--- src/rtl/bslv_pkg.sv ---
package bslv_pkg;

  typedef enum logic [1:0] {
    PM_W32 = 2'd0,
    PM_W16 = 2'd1,
    PM_W8  = 2'd2
  } port_mode_e;

  // log2 of the unit size in bytes for a given port mode; codes past the
  // narrowest port fall back to single-byte units
  function automatic int unit_log2(input logic [1:0] mode, input int lane_w);
    if (int'(mode) >= lane_w) return 0;
    return lane_w - int'(mode);
  endfunction

endpackage

--- src/rtl/bslv_step.sv ---
module bslv_step #(
  parameter int OFF_W  = 4,
  parameter int LANE_W = 2
) (
  input  logic [OFF_W-1:0] off,
  input  logic [1:0]       mode,
  output logic [OFF_W-1:0] nxt_off,
  output logic             at_end
);
  import bslv_pkg::*;

  logic [OFF_W:0] sum;
  int             ul;

  always_comb begin
    ul      = unit_log2(mode, LANE_W);
    sum     = {1'b0, off} + ((OFF_W+1)'(1) << ul);
    nxt_off = sum[OFF_W-1:0];
    at_end  = sum[OFF_W];
  end

endmodule

--- src/rtl/bslv_lanes.sv ---
module bslv_lanes #(
  parameter int DW = 32
) (
  input  logic [$clog2(DW/8)-1:0] lane,
  input  logic [1:0]              mode,
  input  logic [DW-1:0]           bus_wdata,
  input  logic [DW-1:0]           ram_rword,
  output logic [DW/8-1:0]         lane_en,
  output logic [DW-1:0]           ram_wword,
  output logic [DW-1:0]           bus_rdata
);
  import bslv_pkg::*;

  localparam int BYTES  = DW / 8;
  localparam int LANE_W = $clog2(BYTES);

  int ul;
  int umask;
  int lbase;

  always_comb begin
    ul        = unit_log2(mode, LANE_W);
    umask     = (1 << ul) - 1;
    lbase     = int'(lane) & ~umask;
    lane_en   = '0;
    ram_wword = '0;
    bus_rdata = '0;
    for (int j = 0; j < BYTES; j++) begin
      lane_en[j]          = ((j >> ul) == (lbase >> ul));
      ram_wword[8*j +: 8] = bus_wdata[8*(j & umask) +: 8];
      if (j <= umask)
        bus_rdata[8*j +: 8] = ram_rword[8*((lbase + j) & (BYTES-1)) +: 8];
    end
  end

endmodule

--- src/rtl/bslv_ram.sv ---
module bslv_ram #(
  parameter int DW    = 32,
  parameter int DEPTH = 64
) (
  input  logic                     clk,
  input  logic [DW/8-1:0]          we,
  input  logic [$clog2(DEPTH)-1:0] waddr,
  input  logic [DW-1:0]            wword,
  input  logic [$clog2(DEPTH)-1:0] raddr,
  output logic [DW-1:0]            rword
);
  localparam int BYTES = DW / 8;

  for (genvar g = 0; g < BYTES; g++) begin : g_lane
    logic [7:0] mem [DEPTH];
    logic [7:0] q;
    always_ff @(posedge clk) begin
      if (we[g]) mem[waddr] <= wword[8*g +: 8];
      q <= mem[raddr];
    end
    assign rword[8*g +: 8] = q;
  end

endmodule

--- src/rtl/burst_slave.sv ---
module burst_slave #(
  parameter int DW          = 32,
  parameter int AW          = 16,
  parameter int MEM_WORDS   = 64,
  parameter int BLOCK_WORDS = 4
) (
  input  logic          clk,
  input  logic          rst,
  input  logic          xfer_start,
  input  logic          burst_req,
  input  logic          is_read,
  input  logic [AW-1:0] start_addr,
  input  logic [1:0]    port_mode,
  input  logic          single_only,
  input  logic          more_beats,
  input  logic [DW-1:0] wr_data,
  output logic          beat_ack,
  output logic          burst_refuse,
  output logic [DW-1:0] rd_data
);
  import bslv_pkg::*;

  localparam int BYTES     = DW / 8;
  localparam int LANE_W    = $clog2(BYTES);
  localparam int BLK_BYTES = BLOCK_WORDS * BYTES;
  localparam int OFF_W     = $clog2(BLK_BYTES);
  localparam int WIX_W     = $clog2(MEM_WORDS);

  logic          act_q, rd_q, bst_q, refuse_q;
  logic [1:0]    mode_q;
  logic [AW-1:0] cur_q;

  logic [AW-1:0]    start_al, nxt_addr, rd_addr;
  logic [OFF_W-1:0] nxt_off;
  logic             at_end, last_beat;
  logic [BYTES-1:0] lane_en, ram_we;
  logic [DW-1:0]    ram_wword, ram_rword, lane_rdata;
  int               ul_in;

  // start address rounded down to the unit of the requested port
  always_comb begin
    ul_in    = unit_log2(port_mode, LANE_W);
    start_al = start_addr & ~(AW'((1 << ul_in) - 1));
  end

  bslv_step #(.OFF_W(OFF_W), .LANE_W(LANE_W)) u_step (
    .off     (cur_q[OFF_W-1:0]),
    .mode    (mode_q),
    .nxt_off (nxt_off),
    .at_end  (at_end)
  );

  assign nxt_addr  = {cur_q[AW-1:OFF_W], nxt_off};
  assign last_beat = !bst_q || !more_beats || at_end;
  assign rd_addr   = act_q ? nxt_addr : start_al;

  always_ff @(posedge clk) begin
    if (rst) begin
      act_q    <= 1'b0;
      rd_q     <= 1'b0;
      bst_q    <= 1'b0;
      refuse_q <= 1'b0;
      mode_q   <= PM_W32;
      cur_q    <= '0;
    end else if (!act_q) begin
      refuse_q <= 1'b0;
      if (xfer_start) begin
        act_q    <= 1'b1;
        rd_q     <= is_read;
        mode_q   <= port_mode;
        cur_q    <= start_al;
        bst_q    <= burst_req && !single_only;
        refuse_q <= burst_req && single_only;
      end
    end else begin
      refuse_q <= 1'b0;
      if (last_beat) act_q <= 1'b0;
      else           cur_q <= nxt_addr;
    end
  end

  bslv_lanes #(.DW(DW)) u_lanes (
    .lane      (cur_q[LANE_W-1:0]),
    .mode      (mode_q),
    .bus_wdata (wr_data),
    .ram_rword (ram_rword),
    .lane_en   (lane_en),
    .ram_wword (ram_wword),
    .bus_rdata (lane_rdata)
  );

  assign ram_we = (act_q && !rd_q) ? lane_en : '0;

  bslv_ram #(.DW(DW), .DEPTH(MEM_WORDS)) u_ram (
    .clk   (clk),
    .we    (ram_we),
    .waddr (cur_q[LANE_W +: WIX_W]),
    .wword (ram_wword),
    .raddr (rd_addr[LANE_W +: WIX_W]),
    .rword (ram_rword)
  );

  assign beat_ack     = act_q;
  assign burst_refuse = refuse_q;
  assign rd_data      = (act_q && rd_q) ? lane_rdata : '0;

endmodule

--- config.mk ---
export PLATFORM = sky130hd
export DESIGN_NAME = burst_slave
export DESIGN_NICKNAME = d
export VERILOG_FILES = /design/src/rtl/bslv_pkg.sv /design/src/rtl/bslv_step.sv /design/src/rtl/bslv_lanes.sv /design/src/rtl/bslv_ram.sv /design/src/rtl/burst_slave.sv
export SDC_FILE = /design/constraint.sdc
export NUM_CORES = 2
export LEC_CHECK = 0
export BUFFER_PORTS_ARGS = -buffer_cell sky130_fd_sc_hd__buf_2
export CAP_MARGIN = 20
export CORE_MARGIN = 1.5
export CORE_UTILIZATION = 30
export CTS_CLUSTER_DIAMETER = 80
export CTS_CLUSTER_SIZE = 16
export DETAILED_ROUTE_END_ITERATION = 12
export RECOVER_POWER = 50
export SLEW_MARGIN = 25
export SYNTH_ARGS = -nofsm -noshare
export SYNTH_HDL_FRONTEND = slang
export SYNTH_SLANG_ARGS = --single-unit
export TNS_END_PERCENT = 1
--- constraint.sdc ---
create_clock -name clk -period 4.5 [get_ports clk]
set_clock_uncertainty 0.1 [all_clocks]
set_input_delay 1.35 -clock clk [delete_from_list [all_inputs] [get_ports clk]]
set_output_delay 1.35 -clock clk [all_outputs]
set_load 0.005 [all_outputs]
# Yosys cells after proc, flatten, opt, wreduce, memory -nomap -nowiden
# Memories as Yosys holds them, arrays and structs flattened. A register that Yosys moved wholly into a read port is not among the register bits.
# Cells that the tools add are included.
word_totals:
  reg_bits: 14
  ram_bits: 2048
  input_bits: 57
  output_inout_bits: 34
  mem_count: 4
classes:
  n_addsub: 8
  magnitude_cmp: 6
  eq_ne: 5
  n_shift: 15
  muxes: 25
  n_bitwise: 6
  n_reduce_logical: 14
mem_list:
  columns: ["name", "depth", "width", "read_ports", "rd_ports_with_merged_regs", "wr", "line_no", "source"]
  rows:
  - ["u_ram.g_lane[0].mem", 64, 8, 1, 1, 1, "bslv_ram.sv:15", "logic [7:0] mem [DEPTH];"]
  - ["u_ram.g_lane[1].mem", 64, 8, 1, 1, 1, "bslv_ram.sv:15", null]
  - ["u_ram.g_lane[2].mem", 64, 8, 1, 1, 1, "bslv_ram.sv:15", null]
  - ["u_ram.g_lane[3].mem", 64, 8, 1, 1, 1, "bslv_ram.sv:15", null]
ops:
  columns: ["op", "count"]
  rows:
  - ["32-bit by 6-bit indexed part select with 8-bit output", 6]
  - ["32-bit equality test", 4]
  - ["32-bit 2-to-1 mux", 3]
  - ["3-bit by 32-bit <= comparator with 1-bit output (first input constant)", 2]
  - ["1-bit by 32-bit >> shifter with 32-bit output (first input constant)", 2]
  - ["2-bit by 32-bit >> shifter with 32-bit output (first input constant)", 2]
  - ["8-bit 2-to-1 mux", 7]
  - ["3-bit by 32-bit bitwise AND with 32-bit output", 1]
  - ["1-bit by 32-bit <= comparator with 1-bit output (first input constant)", 1]
  - ["2-bit by 32-bit <= comparator with 1-bit output (first input constant)", 1]
  - ["32-bit inverter", 1]
  - ["32-bit by 5-bit indexed part select with 8-bit output", 1]
  - ["1-bit by 32-bit << shifter with 32-bit output (first input constant)", 1]
  - ["1-bit by 32-bit << shifter with 5-bit output (first input constant)", 1]
  - ["1-bit by 32-bit << shifter with 8-bit output (first input constant)", 1]
  - ["32-bit by 32-bit >> shifter with 32-bit output", 1]
  - ["32-bit by 2-bit subtractor with 32-bit output (second input constant)", 1]
  - ["1-bit 2-to-1 mux", 13]
  - ["8-bit bitwise AND", 1]
  - ["4-bit 2-to-1 mux", 2]
  - ["8-bit inverter", 1]
  - ["8-bit by 2-bit subtractor with 8-bit output (second input constant)", 1]
  - ["2-bit by 2-bit subtractor with 3-bit output (first input constant)", 2]
  - ["4-bit by 5-bit adder with 5-bit output", 1]
  - ["other kinds (11)", 22]

# Longest topological paths before layout
logic_depth:
  word_depth: 12
  depth_mapped: 18
  mapped_depth_nobuf: 11

# By module
# Synthesis repeated with hierarchy kept, for this count alone.
unflattened:
  hier_cells: 4099
  area_unflattened_um2: 82924.5
by_module_without_submodules:
  columns: ["module", "instances", "cells_each", "area_each_um2"]
  rows:
  - ["bslv_ram", 1, 3806, 80972.7]
  - ["burst_slave", 1, 114, 918.4]
  - ["bslv_lanes", 1, 164, 897.1]
  - ["bslv_step", 1, 15, 136.4]

# Worst setup path before layout
# OpenSTA, ideal clock, no wires.
synth_timing:
  path_kind: "input port to flip-flop"
  start: "in wr_data[0]"
  end: "mem u_ram.g_lane[3].mem[0][0], data pin"
  t_arrival_ps: 3516
  slack_ps: 385
  path_stages: 3
  n_path_buf: 0
  cell_sequence: "mux2_2 -> nor2_1 -> nor2_1"
synth_between:
  elab_chain_len: 1
synth_rtl:
  columns: ["item", "line_no", "source"]
  rows:
  - ["from (decl)", "burst_slave.sv:16", "input logic [DW-1:0] wr_data,"]
  - ["32-bit by 6-bit indexed part select with 8-bit output", "bslv_lanes.sv:30", "ram_wword[8*j +: 8] = bus_wdata[8*(j & umask) +: 8];"]
  - ["via ram_wword[24]", "burst_slave.sv:37", "logic [DW-1:0] ram_wword, ram_rword, lane_rdata;"]
  - ["to (decl)", "bslv_ram.sv:15", null]
# The timed path passes the listed nets, and every way through them passes these cells.

# Worst setup path in the final report
layout_timing:
  start: "reg mode_q[1]"
  end: "out rd_data[7]"
layout_between:
  elab_chain_len: 10
layout_rtl:
  columns: ["item", "line_no", "source"]
  rows:
  - ["from (decl)", "burst_slave.sv:30", "logic [1:0] mode_q;"]
  - ["from (signal assigned)", "burst_slave.sv:70", "mode_q <= port_mode;"]
  - ["2-bit >= comparator", "bslv_pkg.sv:12", "if (int'(mode) >= lane_w) return 0;"]
  - ["1-bit 2-to-1 mux", "bslv_pkg.sv:12", null]
  - ["32-bit 2-to-1 mux *", "bslv_pkg.sv:13", "return lane_w - int'(mode);"]
  - ["1-bit by 32-bit << shifter with 32-bit output *", "bslv_lanes.sv:23", "umask = (1 << ul) - 1;"]
  - ["32-bit by 2-bit subtractor with 32-bit output *", "bslv_lanes.sv:23", null]
  - ["branches (longest 3 deep; another with 1-bit by 32-bit <= comparator with 1-bit output)", null, null]
  - ["8-bit 2-to-1 mux *", "bslv_lanes.sv:31", "if (j <= umask)"]
  - ["32-bit 2-to-1 mux *", "burst_slave.sv:105", "assign rd_data = (act_q && rd_q) ? lane_rdata : '0;"]
  - ["to (decl)", "burst_slave.sv:19", "output logic [DW-1:0] rd_data"]
# Mark *: on every way between the ends.

==> out/summary.log <==
[sta] clock period minus final worst setup slack 4.40 ns
[status] violations in the final reports capacitance limit, slew limit
[global_routing] maximum number of pins on one net before global-route repair 65
[clock_network] number of buffers created by CTS 150
[drt] Pre-antenna DRT Iters 8
[sta] setup violators final 0
[sta] Worst slew margin -111%
[critical_path] largest fanout on the critical path 37
[drt] DR DRC count 0
[global_routing] vias in the first global route 48300
[cells_and_area] post-route design area 94600 sq um
[power] total power per unit cell area 416 nW/um^2
[critical_path] required time of the critical path 3.05 ns
[synthesis] number of synthesized flops with an enable pin 2048
[drt] Via Count 51000
[die] io pins 91
[place] RePlAce Congestion 0.936
[cells_and_area] final net count 5963
[synthesis] ys flop type edfxtp_1
[die] area of the die 281000 sq um
[sta] Final Hold Viols 0
[die] area of the core region 276000 sq um
[place] Placement Cell Area 90500 sq um
[critical_path] Setup crit start kind flip-flop
[sta] slew at the pin closest to its max-slew limit 3.16 ns
[sta] number of pins exceeding their max-slew limit in the final report 1527
[die] die height 530 microns
[clock_network] clock transition at the registers of the reported paths 0.07 ns
[clock_network] clk_lat worst skew 0.84 ns
[sta] maximum achievable frequency 227 MHz
[critical_path] Setup crit end kind primary output
[cells_and_area] most frequent cells in the layout edfxtp_1, nand2_1, nor2_1
[sta] total negative setup slack 0 ns
[sta] smallest setup slack after layout 0.103 ns
[drt] drt first-iter violations 6592
[die] placement row count 193
[synthesis] yosys synthesis warning count 0
[die] Die W 530 microns
[place] placed wire-length estimate 163000 microns
[place] I/O Buffers 82
[synthesis] post-synth net total 5750
[global_routing] global-route wire length before repair 352000 microns
[clock_network] H-Tree Depth 4
[sta] Final Cycle Share 97.7%
[synthesis] per-instance average area after synthesis 14.7 sq um
[clock_network] TritonCTS clock tree yes
[power] worst vdd rail ir drop 0.376 mV
[sta] WHS 0.372 ns
[critical_path] critical path data arrival time 2.95 ns
[place] pre-CTS setup slack 0.191 ns
[drt] drt total wl 251000 microns
[cells_and_area] layout cells sized above 1 12.4%
[drt] post-detailed-route wirelength per cell 25.9 microns
[status] run status complete, but fails checks
[flow_run] Max-Cap Viols 25
[synthesis] portion of the post-synthesis area used by sequential elements 74.8%
[power] total power after layout 39.3 mW
[synthesis] number of instances in the synthesized netlist 5687
[global_routing] total overflow reported by the global router 0
[synthesis] count of unique library cells instantiated by Yosys 62
[critical_path] startpoint-to-endpoint class of the critical path reg -> out
[clock_network] cell at the root of the clock tree clkbuf_16
[global_routing] global routing usage summed across all routing layers 17.4%
[synthesis] FFs w/ async S/R, synth 0%
[cells_and_area] area added between synthesis and finish 13.3%
[cells_and_area] Core Util, Final 34.2%
[clock_network] sinks on the clock net 2094
[place] Placed Cells 9453
[global_routing] antenna violations before repair 25
[hold_path] type of the most critical hold path reg -> reg
[clock_network] number of buffers inserted by hold repair at cts 0
[clock_network] maximum root-to-sink buffer count 3
[drt] antenna-violating nets left 0
[power] LEAKAGE 31.0 nW
[synthesis] Cell Area, Synth 83400 sq um
[cells_and_area] most frequent standard cell in the layout excluding fill and tap cells edfxtp_1
[drt] Vias/cell 5.26
[die] effective utilization at floorplan 30.2%
[cells_and_area] post-route non-filler standard cell count 9684
[synthesis] post-synthesis register bit count 2094
-- cell families after synthesis --
kind of cell    after synthesis  share of synthesized area [%]
compound gates              691                           6.29
xor+xnor                      1                         0.0105
fa+ha+maj                     6                         0.0990
buf+inv                     386                           2.10
flops                      2094                           74.8
mux                         398                           6.09
other cells                   1                        0.00449
simple gates               2110                           10.6
-- Yosys cell counts, drive strengths merged (5+ instances only) --
cell    count  area, sq um
ha          5         62.6
a21oi      74          378
mux4       84         1890
o22a       25          219
a211o      24          210
a22oi      27          203
o22ai      32          200
nor3b       6         45.0
dfxtp      46          921
a221oi     37          324
o221ai      6         52.6
a221o      23          230
edfxtp   2048        61500
a41oi       5         43.8
nand4      31          194
and3      125          782
o311ai     23          201
o21ai      45          225
mux2       27          304
clkbuf    212          796
a311oi    180         1580
buf       172          951
nor2b      23          144
a31oi     100          626
nor2      348         1310
nand2    1268         4770
a211oi     30          225
mux2i     287         2890
nor3        9         55.1
a32oi      46          403
nand3     281         1410
-- state kept, by name (all words and copies together), names as in the netlist --
register and flops:
u_ram.g_lane.mem 2048, beat_ack 1, u_ram.g_lane.q 32, burst_refuse 1, mode_q 2, bst_q 1
cur_q 8, rd_q 1
-- power by group --
part | switching (mW) | total (mW) | internal, mW | leakage [nW]
logic | 3.03 | 4.47 | 1.44 | 10.1
registers | 0.229 | 22.0 | 21.8 | 18.8
clock network | 6.47 | 12.9 | 6.39 | 2.06
-- repair_timing --
item / 4_1_cts / 5_1_grt
endpoints found under the setup margin: 17 / 4
gates resized for setup: 2 / 3
setup buffers: 0 / 0
gates cloned: 0 / 0
-- final timing paths --
check	slack (ns)	startpoint	end	cells after the start
hold reg to reg	0.37	bst_q$_SDFFE_PP0P_	bst_q$_SDFFE_PP0P_	2
setup / recovery	0.10	mode_q[1]$_SDFFE_PP0P_	rd_data[7]	6
hold / removal	0.37	bst_q$_SDFFE_PP0P_	bst_q$_SDFFE_PP0P_	2
setup reg to reg	0.12	mode_q[1]$_SDFFE_PP0P_	u_ram.g_lane[2].mem[25][2]$_DFFE_PP_	6
-- metal layers --
layer	up-vias	wire, microns	part of all wire (%)	global-route usage, %
li1	22000	-	-	-
met1	25900	97800	39	22.5
met2	2533	117000	46	27.5
met3	475	24300	9.7	3.77
met4	14	12500	5.0	8.34
met5	-	75	0.030	0
-- worst max-delay path, cell delays in order, from the launching register on --
cell and delay [ns]:
dfxtp_1 0.32, buf_4 0.32, ha_2 0.29, buf_8 0.31, mux4_2 0.56, nor2b_1 0.16, buf_2 0.14
-- final cells by class --
| class | count | area, sq um |
|---|---|---|
| flip-flops and latches | 2094 | 62400 |
| fillers | 26400 | 182000 |
| inverters | 2 | 7.51 |
| clock inverters | 15 | 171 |
| repair buffers | 445 | 3700 |
| well taps | 3705 | 4640 |
| multi-input cells | 3207 | 19500 |
| diodes | 13 | 32.5 |
| clock buffers | 203 | 4080 |
(Power assumes the default switching activity.)
